<file path="config.mk">
export PLATFORM = sky130hd
export DESIGN_NAME = bus_trigger_unit
export DESIGN_NICKNAME = d
export VERILOG_FILES = /design/src/rtl/trig_pkg.sv /design/src/rtl/trig_datapath.sv /design/src/rtl/trig_ctrl.sv /design/src/rtl/bus_trigger_unit.sv
export SDC_FILE = /design/constraint.sdc
export NUM_CORES = 1
export LEC_CHECK = 0
export BUFFER_PORTS_ARGS = -buffer_cell sky130_fd_sc_hd__buf_2
export CAP_MARGIN = 20
export CELL_PAD_IN_SITES_DETAIL_PLACEMENT = 1
export CELL_PAD_IN_SITES_GLOBAL_PLACEMENT = 1
export CORE_MARGIN = 2
export CORE_UTILIZATION = 49
export CTS_CLUSTER_DIAMETER = 200
export DETAILED_ROUTE_END_ITERATION = 12
export PLACE_DENSITY_LB_ADDON = 0.25
export SLEW_MARGIN = 30
export SYNTH_ARGS = -nofsm -noshare
export SYNTH_HDL_FRONTEND = slang
export SYNTH_HIERARCHICAL = 1
export SYNTH_SLANG_ARGS = --single-unit
export TNS_END_PERCENT = 10
</file>
<file path="constraint.sdc">
create_clock -name clk -period 6.2 [get_ports clk]
set_input_delay 0.93 -clock clk [delete_from_list [all_inputs] [get_ports clk]]
set_output_delay 0.93 -clock clk [all_outputs]
set_load 0.005 [all_outputs]
</file>
<file path="src/rtl/trig_pkg.sv">
package trig_pkg;

  localparam logic [3:0] MD_A        = 4'd0;
  localparam logic [3:0] MD_A_OR_B   = 4'd1;
  localparam logic [3:0] MD_A_THEN_B = 4'd2;
  localparam logic [3:0] MD_EV_B     = 4'd3;
  localparam logic [3:0] MD_A_EV_B   = 4'd4;
  localparam logic [3:0] MD_DATA_EQ  = 4'd5;
  localparam logic [3:0] MD_DATA_NE  = 4'd6;
  localparam logic [3:0] MD_INSIDE   = 4'd7;
  localparam logic [3:0] MD_OUTSIDE  = 4'd8;

  localparam logic [1:0] SEL_CTRL = 2'd0;
  localparam logic [1:0] SEL_CMPA = 2'd1;
  localparam logic [1:0] SEL_CMPB = 2'd2;
  localparam logic [1:0] SEL_ARM  = 2'd3;

  // control to datapath
  typedef struct packed {
    logic clearFifo;
    logic push;
    logic pushData;
    logic wrA;
    logic wrB;
  } strobe_t;

  // datapath to control
  typedef struct packed {
    logic aHit;
    logic bAddrHit;
    logic bDataHit;
    logic geA;
    logic leB;
  } hits_t;

endpackage

</file>
<file path="src/rtl/trig_datapath.sv">
module trig_datapath
  import trig_pkg::*;
#(
  parameter int W     = 16,
  parameter int DEPTH = 8,
  localparam int PW   = $clog2(DEPTH),
  localparam int CW   = $clog2(DEPTH + 1)
) (
  input  logic          clk,
  input  logic          rstN,
  input  strobe_t       strb,
  input  logic [W-1:0]  cfgWrData,
  input  logic [W-1:0]  busAddr,
  input  logic [W-1:0]  busData,
  output hits_t         hits,
  input  logic [PW-1:0] rdIdx,
  output logic [W-1:0]  rdData,
  output logic [CW-1:0] count
);

  logic [W-1:0]  cmpA;
  logic [W-1:0]  cmpB;
  logic [W-1:0]  mem [DEPTH];
  logic [PW-1:0] wrPtr;
  logic [W-1:0]  pushVal;
  logic [31:0]   slotSum;
  logic [PW-1:0] slot;

  always_ff @(posedge clk) begin
    if (!rstN) begin
      cmpA <= '0;
      cmpB <= '0;
    end else begin
      if (strb.wrA) cmpA <= cfgWrData;
      if (strb.wrB) cmpB <= cfgWrData;
    end
  end

  always_comb begin
    hits.aHit     = (busAddr == cmpA);
    hits.bAddrHit = (busAddr == cmpB);
    hits.bDataHit = (busData == cmpB);
    hits.geA      = (busAddr >= cmpA);
    hits.leB      = (busAddr <= cmpB);
  end

  assign pushVal = strb.pushData ? busData : busAddr;

  always_ff @(posedge clk) begin
    if (!rstN) begin
      wrPtr <= '0;
      count <= '0;
    end else if (strb.clearFifo) begin
      wrPtr <= '0;
      count <= '0;
    end else if (strb.push) begin
      wrPtr <= (wrPtr == PW'(DEPTH - 1)) ? '0 : wrPtr + 1'b1;
      if (count != CW'(DEPTH)) count <= count + 1'b1;
    end
  end

  always_ff @(posedge clk) begin
    if (strb.push && !strb.clearFifo) mem[wrPtr] <= pushVal;
  end

  // oldest entry sits count slots behind the write pointer
  always_comb begin
    slotSum = 32'(wrPtr) + 32'(DEPTH) - 32'(count) + 32'(rdIdx);
    slot    = PW'(slotSum % 32'(DEPTH));
    rdData  = mem[slot];
  end


  count_limit_chk: assert property (@(posedge clk) disable iff (!rstN)
    count <= CW'(DEPTH));


  count_step_chk: assert property (@(posedge clk) disable iff (!rstN)
    (strb.push && !strb.clearFifo && count < CW'(DEPTH)) |=> count == $past(count) + 1'b1);

endmodule

</file>
<file path="src/rtl/trig_ctrl.sv">
module trig_ctrl
  import trig_pkg::*;
#(
  parameter int DEPTH = 8,
  localparam int CW   = $clog2(DEPTH + 1)
) (
  input  logic          clk,
  input  logic          rstN,
  input  logic          cfgWrEn,
  input  logic [1:0]    cfgSel,
  input  logic [7:0]    cfgByte,
  input  logic          busValid,
  input  logic          opExec,
  input  hits_t         hits,
  input  logic [CW-1:0] count,
  output strobe_t       strb,
  output logic [7:0]    ctrlRd,
  output logic          armed,
  output logic          triggered,
  output logic          aSeen,
  output logic          bSeen
);

  logic [3:0] modeQ;
  logic       beginQ;
  logic       tagQ;
  logic       seqQ;

  logic armWr, armStart, cfgOpen, live, qual;
  logic aQ, bQ, bSeenHit, inRange, evOnly, beginEff, fire, push, done;

  assign armWr    = cfgWrEn && (cfgSel == SEL_ARM);
  assign armStart = armWr && cfgByte[0];
  assign cfgOpen  = cfgWrEn && !armed;
  assign live     = armed && busValid && !armWr;
  assign qual     = tagQ ? opExec : 1'b1;
  assign aQ       = live && qual && hits.aHit;
  assign bQ       = live && qual && hits.bAddrHit;
  assign inRange  = hits.geA && hits.leB;
  assign evOnly   = (modeQ == MD_EV_B) || (modeQ == MD_A_EV_B);
  assign beginEff = beginQ || evOnly;

  always_comb begin
    unique case (modeQ)
      MD_A:        fire = aQ;
      MD_A_OR_B:   fire = aQ || bQ;
      MD_A_THEN_B: fire = seqQ && bQ;
      MD_EV_B:     fire = bQ;
      MD_A_EV_B:   fire = seqQ && bQ;
      MD_DATA_EQ:  fire = aQ && hits.bDataHit;
      MD_DATA_NE:  fire = aQ && !hits.bDataHit;
      MD_INSIDE:   fire = live && qual && inRange;
      MD_OUTSIDE:  fire = live && qual && !inRange;
      default:     fire = 1'b0;
    endcase
  end

  always_comb begin
    if ((modeQ == MD_DATA_EQ) || (modeQ == MD_DATA_NE))
      bSeenHit = live && qual && hits.bDataHit;
    else
      bSeenHit = bQ;
  end

  always_comb begin
    if (evOnly)       push = fire;
    else if (beginQ)  push = live && (triggered || fire);
    else              push = live;
  end

  always_comb begin
    if (beginEff) done = push && (count == CW'(DEPTH - 1));
    else          done = fire;
  end

  always_comb begin
    strb.clearFifo = armStart;
    strb.push      = push;
    strb.pushData  = evOnly;
    strb.wrA       = cfgOpen && (cfgSel == SEL_CMPA);
    strb.wrB       = cfgOpen && (cfgSel == SEL_CMPB);
  end

  always_ff @(posedge clk) begin
    if (!rstN) begin
      modeQ  <= '0;
      beginQ <= 1'b0;
      tagQ   <= 1'b0;
    end else if (cfgOpen && (cfgSel == SEL_CTRL)) begin
      modeQ  <= cfgByte[3:0];
      beginQ <= cfgByte[6];
      tagQ   <= cfgByte[7];
    end
  end

  always_ff @(posedge clk) begin
    if (!rstN) begin
      armed     <= 1'b0;
      triggered <= 1'b0;
      seqQ      <= 1'b0;
      aSeen     <= 1'b0;
      bSeen     <= 1'b0;
    end else if (armStart) begin
      armed     <= 1'b1;
      triggered <= 1'b0;
      seqQ      <= 1'b0;
      aSeen     <= 1'b0;
      bSeen     <= 1'b0;
    end else if (armWr) begin
      armed <= 1'b0;
    end else if (live) begin
      if (fire)     triggered <= 1'b1;
      if (aQ)       seqQ      <= 1'b1;
      if (aQ)       aSeen     <= 1'b1;
      if (bSeenHit) bSeen     <= 1'b1;
      if (done)     armed     <= 1'b0;
    end
  end

  assign ctrlRd = {tagQ, beginQ, 2'b00, modeQ};


  ctrl_frozen_chk: assert property (@(posedge clk) disable iff (!rstN)
    armed |=> $stable(ctrlRd));


  dead_mode_chk: assert property (@(posedge clk) disable iff (!rstN)
    (armed && modeQ > MD_OUTSIDE && !triggered) |=> !triggered);


  seq_order_chk: assert property (@(posedge clk) disable iff (!rstN)
    ($rose(triggered) && (modeQ == MD_A_THEN_B || modeQ == MD_A_EV_B)) |-> $past(seqQ));


  end_stop_chk: assert property (@(posedge clk) disable iff (!rstN)
    ($rose(triggered) && !beginQ && !evOnly) |-> !armed);

endmodule

</file>
<file path="src/rtl/bus_trigger_unit.sv">
module bus_trigger_unit
  import trig_pkg::*;
#(
  parameter int W     = 16,
  parameter int DEPTH = 8,
  localparam int PW   = $clog2(DEPTH),
  localparam int CW   = $clog2(DEPTH + 1)
) (
  input  logic          clk,
  input  logic          rstN,
  input  logic          cfgWrEn,
  input  logic [1:0]    cfgSel,
  input  logic [W-1:0]  cfgWrData,
  output logic [7:0]    ctrlRd,
  input  logic          busValid,
  input  logic [W-1:0]  busAddr,
  input  logic [W-1:0]  busData,
  input  logic          opExec,
  output logic          statArmed,
  output logic          statTrig,
  output logic          statASeen,
  output logic          statBSeen,
  output logic [CW-1:0] fifoCount,
  input  logic [PW-1:0] rdIdx,
  output logic [W-1:0]  rdData
);

  strobe_t strb;
  hits_t   hits;

  trig_ctrl #(.DEPTH(DEPTH)) u_ctrl (
    .clk       (clk),
    .rstN      (rstN),
    .cfgWrEn   (cfgWrEn),
    .cfgSel    (cfgSel),
    .cfgByte   (cfgWrData[7:0]),
    .busValid  (busValid),
    .opExec    (opExec),
    .hits      (hits),
    .count     (fifoCount),
    .strb      (strb),
    .ctrlRd    (ctrlRd),
    .armed     (statArmed),
    .triggered (statTrig),
    .aSeen     (statASeen),
    .bSeen     (statBSeen)
  );

  trig_datapath #(.W(W), .DEPTH(DEPTH)) u_dp (
    .clk       (clk),
    .rstN      (rstN),
    .strb      (strb),
    .cfgWrData (cfgWrData),
    .busAddr   (busAddr),
    .busData   (busData),
    .hits      (hits),
    .rdIdx     (rdIdx),
    .rdData    (rdData),
    .count     (fifoCount)
  );

endmodule

</file>
# After elaboration in Yosys (flattened, before gate mapping)
# Memories as Yosys holds them, arrays and structs flattened.
# Cells that the tools add are included.
dict set report totals {
  output_inout_bits 32
  elab_cells 94
  ff_bits 49
  ramBits 128
  memories 1
  inputBits 58
}
dict set report classes {
  muxes 14
  add_sub_neg 5
  reduce_logical 42
  bitwise 2
  n_lt_le_gt_ge 2
  eq_ne 17
}
# memory depth word_bits read_ports rd_clocked_by_memory_dff write_ports line_no
set mem_list {}
lappend mem_list {u_dp.mem 8 16 1 0 1 trig_datapath.sv:23} ;# logic [W-1:0] mem [DEPTH];
# cell count
set ops {}
lappend ops {{16-bit == test} 3}
lappend ops {{1-bit logical AND} 21}
lappend ops {{4-bit by 3-bit == test with 1-bit output (second input constant)} 5}
lappend ops {{16-bit >= comparator} 1}
lappend ops {{16-bit <= comparator} 1}
lappend ops {{16-bit 2-to-1 mux} 1}
lappend ops {{1-bit 2-to-1 mux} 11}
lappend ops {{3-bit AND reduction} 3}
lappend ops {{4-bit by 2-bit == test with 1-bit output (second input constant)} 2}
lappend ops {{1-bit one-hot mux with 8 select lines} 1}
lappend ops {{3-bit by 1-bit adder with 3-bit output (second input constant)} 2}
lappend ops {{3-bit nonzero test} 2}
lappend ops {{1-bit logical NOT} 5}
lappend ops {{1-bit logical OR} 5}
lappend ops {{4-bit by 1-bit adder with 4-bit output (second input constant)} 1}
lappend ops {{2-bit == test (second input constant)} 2}
lappend ops {{4-bit by 1-bit == test with 1-bit output (second input constant)} 1}
lappend ops {{4-bit == test (second input constant)} 1}
lappend ops {{4-bit logical NOT} 1}
lappend ops {{4-bit inequality test (second input constant)} 1}
lappend ops {{2-bit AND reduction} 2}
lappend ops {{2-bit OR reduction} 2}
lappend ops {{3-bit adder} 1}
lappend ops {{3-bit == test (second input constant)} 1}
lappend ops {{other kinds (5)} 6}

# Longest topological paths before layout
# Gate-level depths: netlist of run 1.
dict set report logic_depth {
  word_depth 18
  ltp_mapped 17
  mapped_depth_nobuf 15
}

# By module
# The synthesis of run 1 kept the hierarchy.
# mod n_inst cells_per_inst area_per_inst_um2 seq_area_each_um2
set modules_own_cells {}
lappend modules_own_cells {trig_datapath 1 497 7669.9 4624.4}
lappend modules_own_cells {trig_ctrl 1 83 681.9 200.2}

# Worst setup path before layout of run 1
# No wires, ideal clock.
dict set report synth_path {
  path_kind {input to register}
  startpoint {input busAddr[13]}
  endpoint {memory u_dp.mem[4][0], enable pin}
  setup_slack_ps 848
  required_time_ps 5770
  setup_ps 430
  cell_stages 14
  path_buffers 2
  arrival_ps 4921
  path_cell_list {ha_1 nand4_1 nor4_1 a2111oi_0 o31ai_1 nand2_1 or3b_1 nand3_2 o221ai_2 a22oi_1 buf_4 clkbuf_1 nand2_1 nor4_1}
}
# element line_no
set synth_rtl {}
lappend synth_rtl {{from (decl)} bus_trigger_unit.sv:16} ;# input logic [W-1:0] busAddr,
lappend synth_rtl {{to (decl)} trig_datapath.sv:23}

==> results of run 1 <==
==> through the flow <==
stage / hold slack (ps) / util, % / setup WS [ps]
floorplan: 460.4 / - / 848.3
global placement: 453.5 / 54.39 / 1458
detailed placement: 485.6 / 54.39 / 1249
CTS: 507.3 / 57.80 / 1678
global route: 535.7 / 57.80 / 1359
finish: 511.9 / 57.80 / 1601
==> critical path, stage by stage <==
cell	delay (ps)
sky130_fd_sc_hd__buf_2	120
sky130_fd_sc_hd__ha_1	330
sky130_fd_sc_hd__nand4_1	200
sky130_fd_sc_hd__nor4_1	680
sky130_fd_sc_hd__a2111oi_0	160
sky130_fd_sc_hd__o31ai_1	110
sky130_fd_sc_hd__nand2_1	120
sky130_fd_sc_hd__or3b_1	380
sky130_fd_sc_hd__nand3_2	90
sky130_fd_sc_hd__o221ai_2	120
sky130_fd_sc_hd__a22oi_1	680
sky130_fd_sc_hd__nand2_1	270
sky130_fd_sc_hd__nor4_2	210
sky130_fd_sc_hd__buf_4	300
==> cell usage in the layout (no fill, tap or decap), drive strengths merged, types with 13 or more instances in the layout <==
cell,netlist,layout
xnor2,20,20
mux2i,41,41
nor2,20,20
a21oi,17,17
nand4,13,13
clkbuf,11,19
dfxtp,49,49
mux4,32,32
ha,38,38
mux2,32,32
edfxtp,128,128
buf,16,101
nor2b,39,39
inv,46,49
==> power groups by stage <==
stage | registers [mW] | clock network (mW) | logic (mW)
6_report | 1.30 | 1.04 | 0.386
3_3_place_gp | 1.32 | 0 | 0.375
5_1_grt | 1.30 | 1.10 | 0.423
3_5_place_dp | 1.32 | 0 | 0.391
2_1_floorplan | 1.32 | 0 | 0.264
4_1_cts | 1.30 | 1.06 | 0.393
==> layer usage <==
layer  up-vias  part of all wire, %
met1      2541                   42
met3        42                  3.3
met2       120                   52
met5         -                    0
li1       2335                    -
met4         0                  3.2
==> state kept, by name (all words and copies together) (netlist names) <==
| name | count |
|---|---|
| u_dp/mem | 128 |
| u_dp/cmpA | 16 |
| u_dp/cmpB | 16 |
| u_ctrl/modeQ | 4 |
| u_dp/count | 4 |
| u_dp/wrPtr | 3 |
| u_ctrl/armed | 1 |
| u_ctrl/bSeen | 1 |
| u_ctrl/beginQ | 1 |
| u_ctrl/seqQ | 1 |
| u_ctrl/tagQ | 1 |
| u_ctrl/triggered | 1 |
==> cell families (layout without fill, tap and decap cells) <==
kind of cell             Yosys count  in the layout  synth area share (%)
flip-flops                       177            177                 57.77
AO/OA/AOI/OAI                     41             41                 3.206
multiplexers                     105            105                 18.31
buffers and inverters             73            178                 3.790
adder cells (fa/ha/maj)           40             40                 6.172
other                              1              2               0.04490
AND/OR/NAND/NOR                  118            118                 8.000
XOR/XNOR                          25             25                 2.712
==> final cells by class <==
type                            count  share of cell area (%)
Clock inverter                     12                   1.392
Multi-Input combinational cell    331                   33.68
Inverter                           46                   1.795
Clock buffer                       19                   4.501
Tap cell                          220                   2.862
Timing Repair Buffer              101                   5.619
Sequential cell                   177                   50.16
==> worst min path at each step <==
stage,startpoint,to,slack [ps]
after floorplan,u_ctrl/bSeen$_SDFFE_PP0P_,u_ctrl/bSeen$_SDFFE_PP0P_,460
after global placement,u_ctrl/bSeen$_SDFFE_PP0P_,u_ctrl/bSeen$_SDFFE_PP0P_,450
after detailed placement,u_ctrl/triggered$_SDFFE_PP0P_,u_ctrl/triggered$_SDFFE_PP0P_,490
after CTS,u_ctrl/triggered$_SDFFE_PP0P_,u_ctrl/triggered$_SDFFE_PP0P_,510
after global routing,u_ctrl/triggered$_SDFFE_PP0P_,u_ctrl/triggered$_SDFFE_PP0P_,540
final,u_ctrl/triggered$_SDFFE_PP0P_,u_ctrl/triggered$_SDFFE_PP0P_,510
==> metrics.txt, run 1 <==
cell area power density ~280 mW/mm²; clock latency reported for the late side of the worst-skew pair between 400 and 500 ps; Filler Cells Inserted between 1.5k and 2k; share of the yosys chip area belonging to registers 57.77%; via density per instance 5.561; grt peak-use layer met2; Die Span X 134.6 µm; Total Routed Length between 15000 and 20000 µm; share of total power in combinational logic 14.2%; post-CTS setup buffers 0; GR Util met2 39.51%; post-synthesis instance area 0.008352 mm²; end of the worst register-to-register path u_dp/mem[4][13]$_DFFE_PP_; detailed-route DRC error count 0; Multi-input gate area 0.003239 mm²; Netlist cell types 50; Worst Skew 6.885 ps; # rows 47; Setup crit start busAddr[11]; Initial Utilization between 50% and 60%; first-pass GRT wire length ~31000 µm; largest net degree at the start of global routing 43; DRC violation total after the first TritonRoute iteration 190; Area Growth Syn to Fin 15.18%; fmax 0.2174 GHz; result of the run finished, final reports clean; unrepaired setup endpoints after global routing false; clock tree from TritonCTS yes; per-instance average area after synthesis 14.40 µm²; hold_buf cts 0; part of the power in registers a little under half; clk slew on worst S/H paths 60 ps; antenna diode count 0; cell depth of the worst flop-to-flop path 14; Power Total about 2.7 mW; EDFF count, synth 128; prevailing post-synth register cell sky130_fd_sc_hd__edfxtp_1; final-report setup violation count 0; Seq cells post-synth 177; Hold Violations, Final 0; YS warnings 6; area enclosed by the die boundary about 0.018 mm²; vias after detailed routing 5038; number of global-route vias before repair 5591; Setup crit start kind input pin; WHS Path Cells 2; final count of pins violating max slew 0; routed length per instance 21.69 µm; fraction of power spent switching nets 23.76%; worst hold path class reg2reg; remaining antenna violation count 0; clock period minus final worst setup slack 4599 ps; combined global-route utilization of all metal layers 23.10%; Max rail drop VDD 0.2028 mV; fraction of synthesized cell area taken by the top area cell type between 40% and 50%; CP arrival 4710 ps; Placed Area 0.009052 mm²; sort of element at the end of the critical path flip-flop; Worst Path Max Fanout 16; period utilisation layout 74.18%; placed instance count 875; R2R Setup Slk approximately 1800 ps; final estimated routing congestion in global placement 0.8753; async set-reset flop share out of synthesis 0%; post-CTS sizing 0; leading post-synthesis cells by cell area sky130_fd_sc_hd__edfxtp_1 (46%), sky130_fd_sc_hd__dfxtp_1 (12%), sky130_fd_sc_hd__mux4_2 (8.6%), sky130_fd_sc_hd__ha_1 (5.7%), sky130_fd_sc_hd__mux2i_1 (4.9%); CTS root buf sky130_fd_sc_hd__clkbuf_16; met3 usage 4.730%; most used standard cells in the synthesized netlist sky130_fd_sc_hd__edfxtp_1 (128), sky130_fd_sc_hd__dfxtp_1 (49), sky130_fd_sc_hd__inv_1 (46); final cell area excluding filler cells approximately 0.0096 mm²; Pint 2.076 mW; first-pass iteration count of the detailed router 5; vertical die dimension around 130 µm; count of nets after finishing 772; placeable core region between 0.015 and 0.02 mm²; remaining max-slew budget at the tightest pin 35.68%; met1 usage 28.60%; GRT Residual Overflow 0; Worst Setup Path Type in2reg; Num Clock Sinks 177; IO Pins 90; area taken by flip-flops and latches 0.004825 mm²; actual transition at the worst max-transition pin 954.7 ps; clock group share of total power 38.1%; cell with the most instances after synthesis sky130_fd_sc_hd__edfxtp_1; H-tree level count 4; cell count after synthesis 580; ratio of cells with drive above 1 in the final layout between 20% and 30%; CTS buffer count 17; Net Sw Power 646.9 µW; Setup TNS Final 0 ps; max-cap viol count 0; crit path to u_dp/mem[4][13]$_DFFE_PP_; RR Startpoint u_dp/cmpA[11]$_SDFFE_PN0P_; Port Buffer Count 87; Max Root-Sink Buffers 2; data required time at the worst endpoint 6310 ps; final cell count without fillers 906; Static Leak about 3.4 nW; detailed placer's ending HPWL between 10000 and 15000 µm; antenna violations before repair 0; cell taking the most area after synthesis sky130_fd_sc_hd__edfxtp_1
Power figures use the tool's default switching activity.
==> inputs of run 2 (changes only) <==
--- a/config.mk
+++ b/config.mk
@@ -5,12 +5,13 @@
 export SDC_FILE = /design/constraint.sdc
 export NUM_CORES = 1
 export LEC_CHECK = 0
+export ABC_AREA = 1
 export BUFFER_PORTS_ARGS = -buffer_cell sky130_fd_sc_hd__buf_2
 export CAP_MARGIN = 20
 export CELL_PAD_IN_SITES_DETAIL_PLACEMENT = 1
 export CELL_PAD_IN_SITES_GLOBAL_PLACEMENT = 1
 export CORE_MARGIN = 2
-export CORE_UTILIZATION = 49
+export CORE_UTILIZATION = 41
 export CTS_CLUSTER_DIAMETER = 200
 export DETAILED_ROUTE_END_ITERATION = 12
 export PLACE_DENSITY_LB_ADDON = 0.25
==> constraint.sdc (replaced) <==
create_clock -name clk -period 4.1 [get_ports clk]
set_input_delay 0.615 -clock clk [delete_from_list [all_inputs] [get_ports clk]]
set_output_delay 0.615 -clock clk [all_outputs]
set_load 0.005 [all_outputs]
==> run 2 against run 1 <==
Final area grew 1.3%; non-clock buffer count shrank 3; sequential share of layout area shrank 0.65 points; area after synthesis grew 1.8%; flip-flop and latch count is the same; die area grew 21%; via count grew 28%; critical endpoint is now rdData[14]; wire length grew 12%; worst hold slack lost 52 ps; register-to-register slack lost 1200 ps; final cell count grew 39%.
==> metrics.txt, run 2 <==
Filler Cells Inserted 2384; EDFF count, synth 128; Hold Violations, Final 0; final estimated routing congestion in global placement 0.7781; final setup margin between 400 and 500 ps; H-tree level count 4; Netlist cell types 34; detailed placer's ending HPWL 15760 µm; worst hold path class in2reg; result of the run finished, final reports clean; fraction of synthesized cell area taken by the top area cell type between 40% and 50%; hold_buf cts 0; combined global-route utilization of all metal layers about 21%; unrepaired setup endpoints after global routing false; most used standard cells in the synthesized netlist sky130_fd_sc_hd__nor2_1 (138), sky130_fd_sc_hd__nand2_1 (136), sky130_fd_sc_hd__edfxtp_1 (128), sky130_fd_sc_hd__o21ai_0 (128), sky130_fd_sc_hd__inv_1 (85); cell family with the largest share of critical-path delay adder cells; first-pass GRT wire length approximately 35000 µm; data required time at the worst endpoint between 3000 and 4000 ps; clock tree from TritonCTS yes; Post-Place Setup Slack 311.0 ps; detailed-route DRC error count 0; Area Growth Syn to Fin 14.65%; CP arrival ~3000 ps; max-cap viol count 0; vias after detailed routing 6425; number of buffer and inverter stages on the critical path 3; remaining max-slew budget at the tightest pin about 38%; leading cell types in the layout, fill and taps excluded sky130_fd_sc_hd__nor2_1 (138), sky130_fd_sc_hd__nand2_1 (136), sky130_fd_sc_hd__edfxtp_1 (128), sky130_fd_sc_hd__o21ai_0 (127), sky130_fd_sc_hd__buf_2 (87); routed length per instance 17.48 µm; clock period minus final worst setup slack about 3600 ps; share of the yosys chip area belonging to registers 56.76%; cell count after synthesis 899; post-synthesis instance area 0.008501 mm²; placeable core region 0.02030 mm²; remaining antenna violation count 0; prevailing post-synth register cell sky130_fd_sc_hd__edfxtp_1; Setup crit start kind flip-flop; Total Routed Length 22030 µm; CP max stage delay 610 ps; most common cell after layout, fill and taps aside sky130_fd_sc_hd__nor2_1; CTS buffer count 17; series of cell instances along the critical path inv_1 -> fa_1 -> fa_2 -> buf_12 -> nor2_1 -> o21ai_0 -> o21ai_1 -> nand2_1 -> nand2_1 -> buf_2; first-pass iteration count of the detailed router 4; CTS root buf sky130_fd_sc_hd__clkbuf_16; Initial Utilization 41.88%; register with the most flip-flops u_dp/mem; Setup crit start u_dp/wrPtr[1]$_SDFFE_PP0P_; GRT Residual Overflow 0; actual transition at the worst max-transition pin 921.8 ps; YS warnings 6; final-report setup violation count 0; count of nets after finishing roughly 1.1k; period utilisation layout 88.17%; largest net degree at the start of global routing 65; sort of element at the end of the critical path output port; biggest registers after layout u_dp/mem: 128 flops, u_dp/cmpA: 16 flops, u_dp/cmpB: 16 flops; ratio of cells with drive above 1 in the final layout between 15 and 20%; Die Span X 148.0 µm; cell area power density 463.4 mW/mm²; Worst Path Max Fanout 64; Multi-input gate area approximately 0.0031 mm²; cell type with the highest occurrence count on the critical path sky130_fd_sc_hd__nand2_1; Seq cells post-synth 177; cell with the largest stage delay on the worst path sky130_fd_sc_hd__fa_2; clk slew on worst S/H paths 80 ps; per-instance average area after synthesis 9.456 µm²; antenna diode count 0; Port Buffer Count 87; async set-reset flop share out of synthesis 0%; Worst Setup Path Type reg2out; leading post-synthesis cells by cell area sky130_fd_sc_hd__edfxtp_1 (45%), sky130_fd_sc_hd__dfxtp_1 (12%), sky130_fd_sc_hd__o21ai_0 (7.5%), sky130_fd_sc_hd__nor2_1 (6.1%), sky130_fd_sc_hd__nand2_1 (6.0%); Worst Skew around 16 ps; post-CTS setup buffers 0; clock latency reported for the late side of the worst-skew pair 440 ps; # rows 52; area enclosed by the die boundary 0.02190 mm²; DRC violation total after the first TritonRoute iteration 261; Static Leak 3.854 nW; max reg flops 128; vertical die dimension 148.0 µm; post-CTS sizing 0; Max Root-Sink Buffers 2; final count of pins violating max slew 0; Max rail drop VDD 0.3243 mV; Num Clock Sinks 177; antenna violations before repair 0; IO Pins 90; area taken by flip-flops and latches 0.004825 mm²; Setup TNS Final 0 ps; number of global-route vias before repair around 6.6k; cell taking the most area after synthesis sky130_fd_sc_hd__edfxtp_1; RR Startpoint u_dp/cmpB[6]$_SDFFE_PN0P_; cell with the most instances after synthesis sky130_fd_sc_hd__nor2_1; Hold Startpoint cfgWrData[0]; via density per instance just over 5; fmax 0.2766 GHz
==> run 2: cell types whose count changed in the layout (fill, tap and decap cells not counted), moves of 6 or more <==
cell and delta:
sky130_fd_sc_hd__nor2b_1 -39, sky130_fd_sc_hd__nand4_1 -10, sky130_fd_sc_hd__o21ai_0 +123, sky130_fd_sc_hd__o21ai_1 +17
sky130_fd_sc_hd__nor2_1 +118, sky130_fd_sc_hd__mux4_2 -32, sky130_fd_sc_hd__inv_1 +39, sky130_fd_sc_hd__nand3_1 +6
sky130_fd_sc_hd__nand2_1 +124, sky130_fd_sc_hd__mux2_4 -10, sky130_fd_sc_hd__a21oi_1 +46, sky130_fd_sc_hd__xnor2_1 -7
sky130_fd_sc_hd__mux2i_1 -41, sky130_fd_sc_hd__mux2_2 -10
==> run 2: per-layer routing <==
layer	global-route usage [%]	part of all wire, %	up-vias
met4	7.190	1.7	0
met2	33.63	47	118
met1	28.21	48	3100
met3	3.827	3.7	23
met5	0	0	-
li1	-	-	3184
==> run 2: cell families (layout without fill, tap and decap cells) <==
family	count (synthesis)	count (layout)	share of synthesized area, %
fa+ha+maj	40	40	6.064
buf+inv	129	219	6.447
other cells	1	2	0.04411
compound gates	212	212	12.64
xor+xnor	17	17	1.752
flops	177	177	56.76
simple gates	311	311	14.70
mux	12	12	1.590
==> run 2: per-stage QoR <==
step | instance area [µm²] | power (mW) | hold WS (ps) | cells | util [%]
6_report | 9746 | 4.517 | 459.4 | 1260 | 48.01
5_1_grt | 9746 | 4.755 | 468.9 | 1260 | 48.01
4_1_cts | 9746 | 4.570 | 445.0 | 1260 | 48.01
3_5_place_dp | 9174 | 2.999 | 460.1 | 1228 | 45.19
3_3_place_gp | 9174 | 2.964 | 447.2 | 1228 | 45.19
2_1_floorplan | 8504 | 2.641 | 432.5 | 900 | -
==> run 2: layout make-up <==
type                    instances  share of cell area, %
repair buffers                 98                  5.572
clock inverters                14                  1.464
well taps                     270                  3.466
multi-input cells             594                  32.16
flip-flops and latches        177                  49.51
clock buffers                  18                  4.404
inverters                      89                  3.428
==> run 2: power breakdown <==
group | internal (mW) | switching [mW] | leakage (nW)
combinational | 0.335 | 0.628 | 2.03
clock | 0.807 | 0.762 | 0.274
sequential | 1.96 | 0.0211 | 1.55
==> run 2: final timing paths <==
kind	depth (start not counted)	slack, ps	to
setup / recovery	10	490	rdData[14]
hold / removal	3	460	u_dp/cmpA[0]$_SDFFE_PN0P_
setup reg to reg	19	640	u_dp/mem[4][6]$_DFFE_PP_
hold reg to reg	2	460	u_dp/cmpA[4]$_SDFFE_PN0P_
==> run 2: worst min-delay path: stages <==
cell and delay [ps]:
sky130_fd_sc_hd__buf_2 120, sky130_fd_sc_hd__nor2_1 50, sky130_fd_sc_hd__nor2_1 80
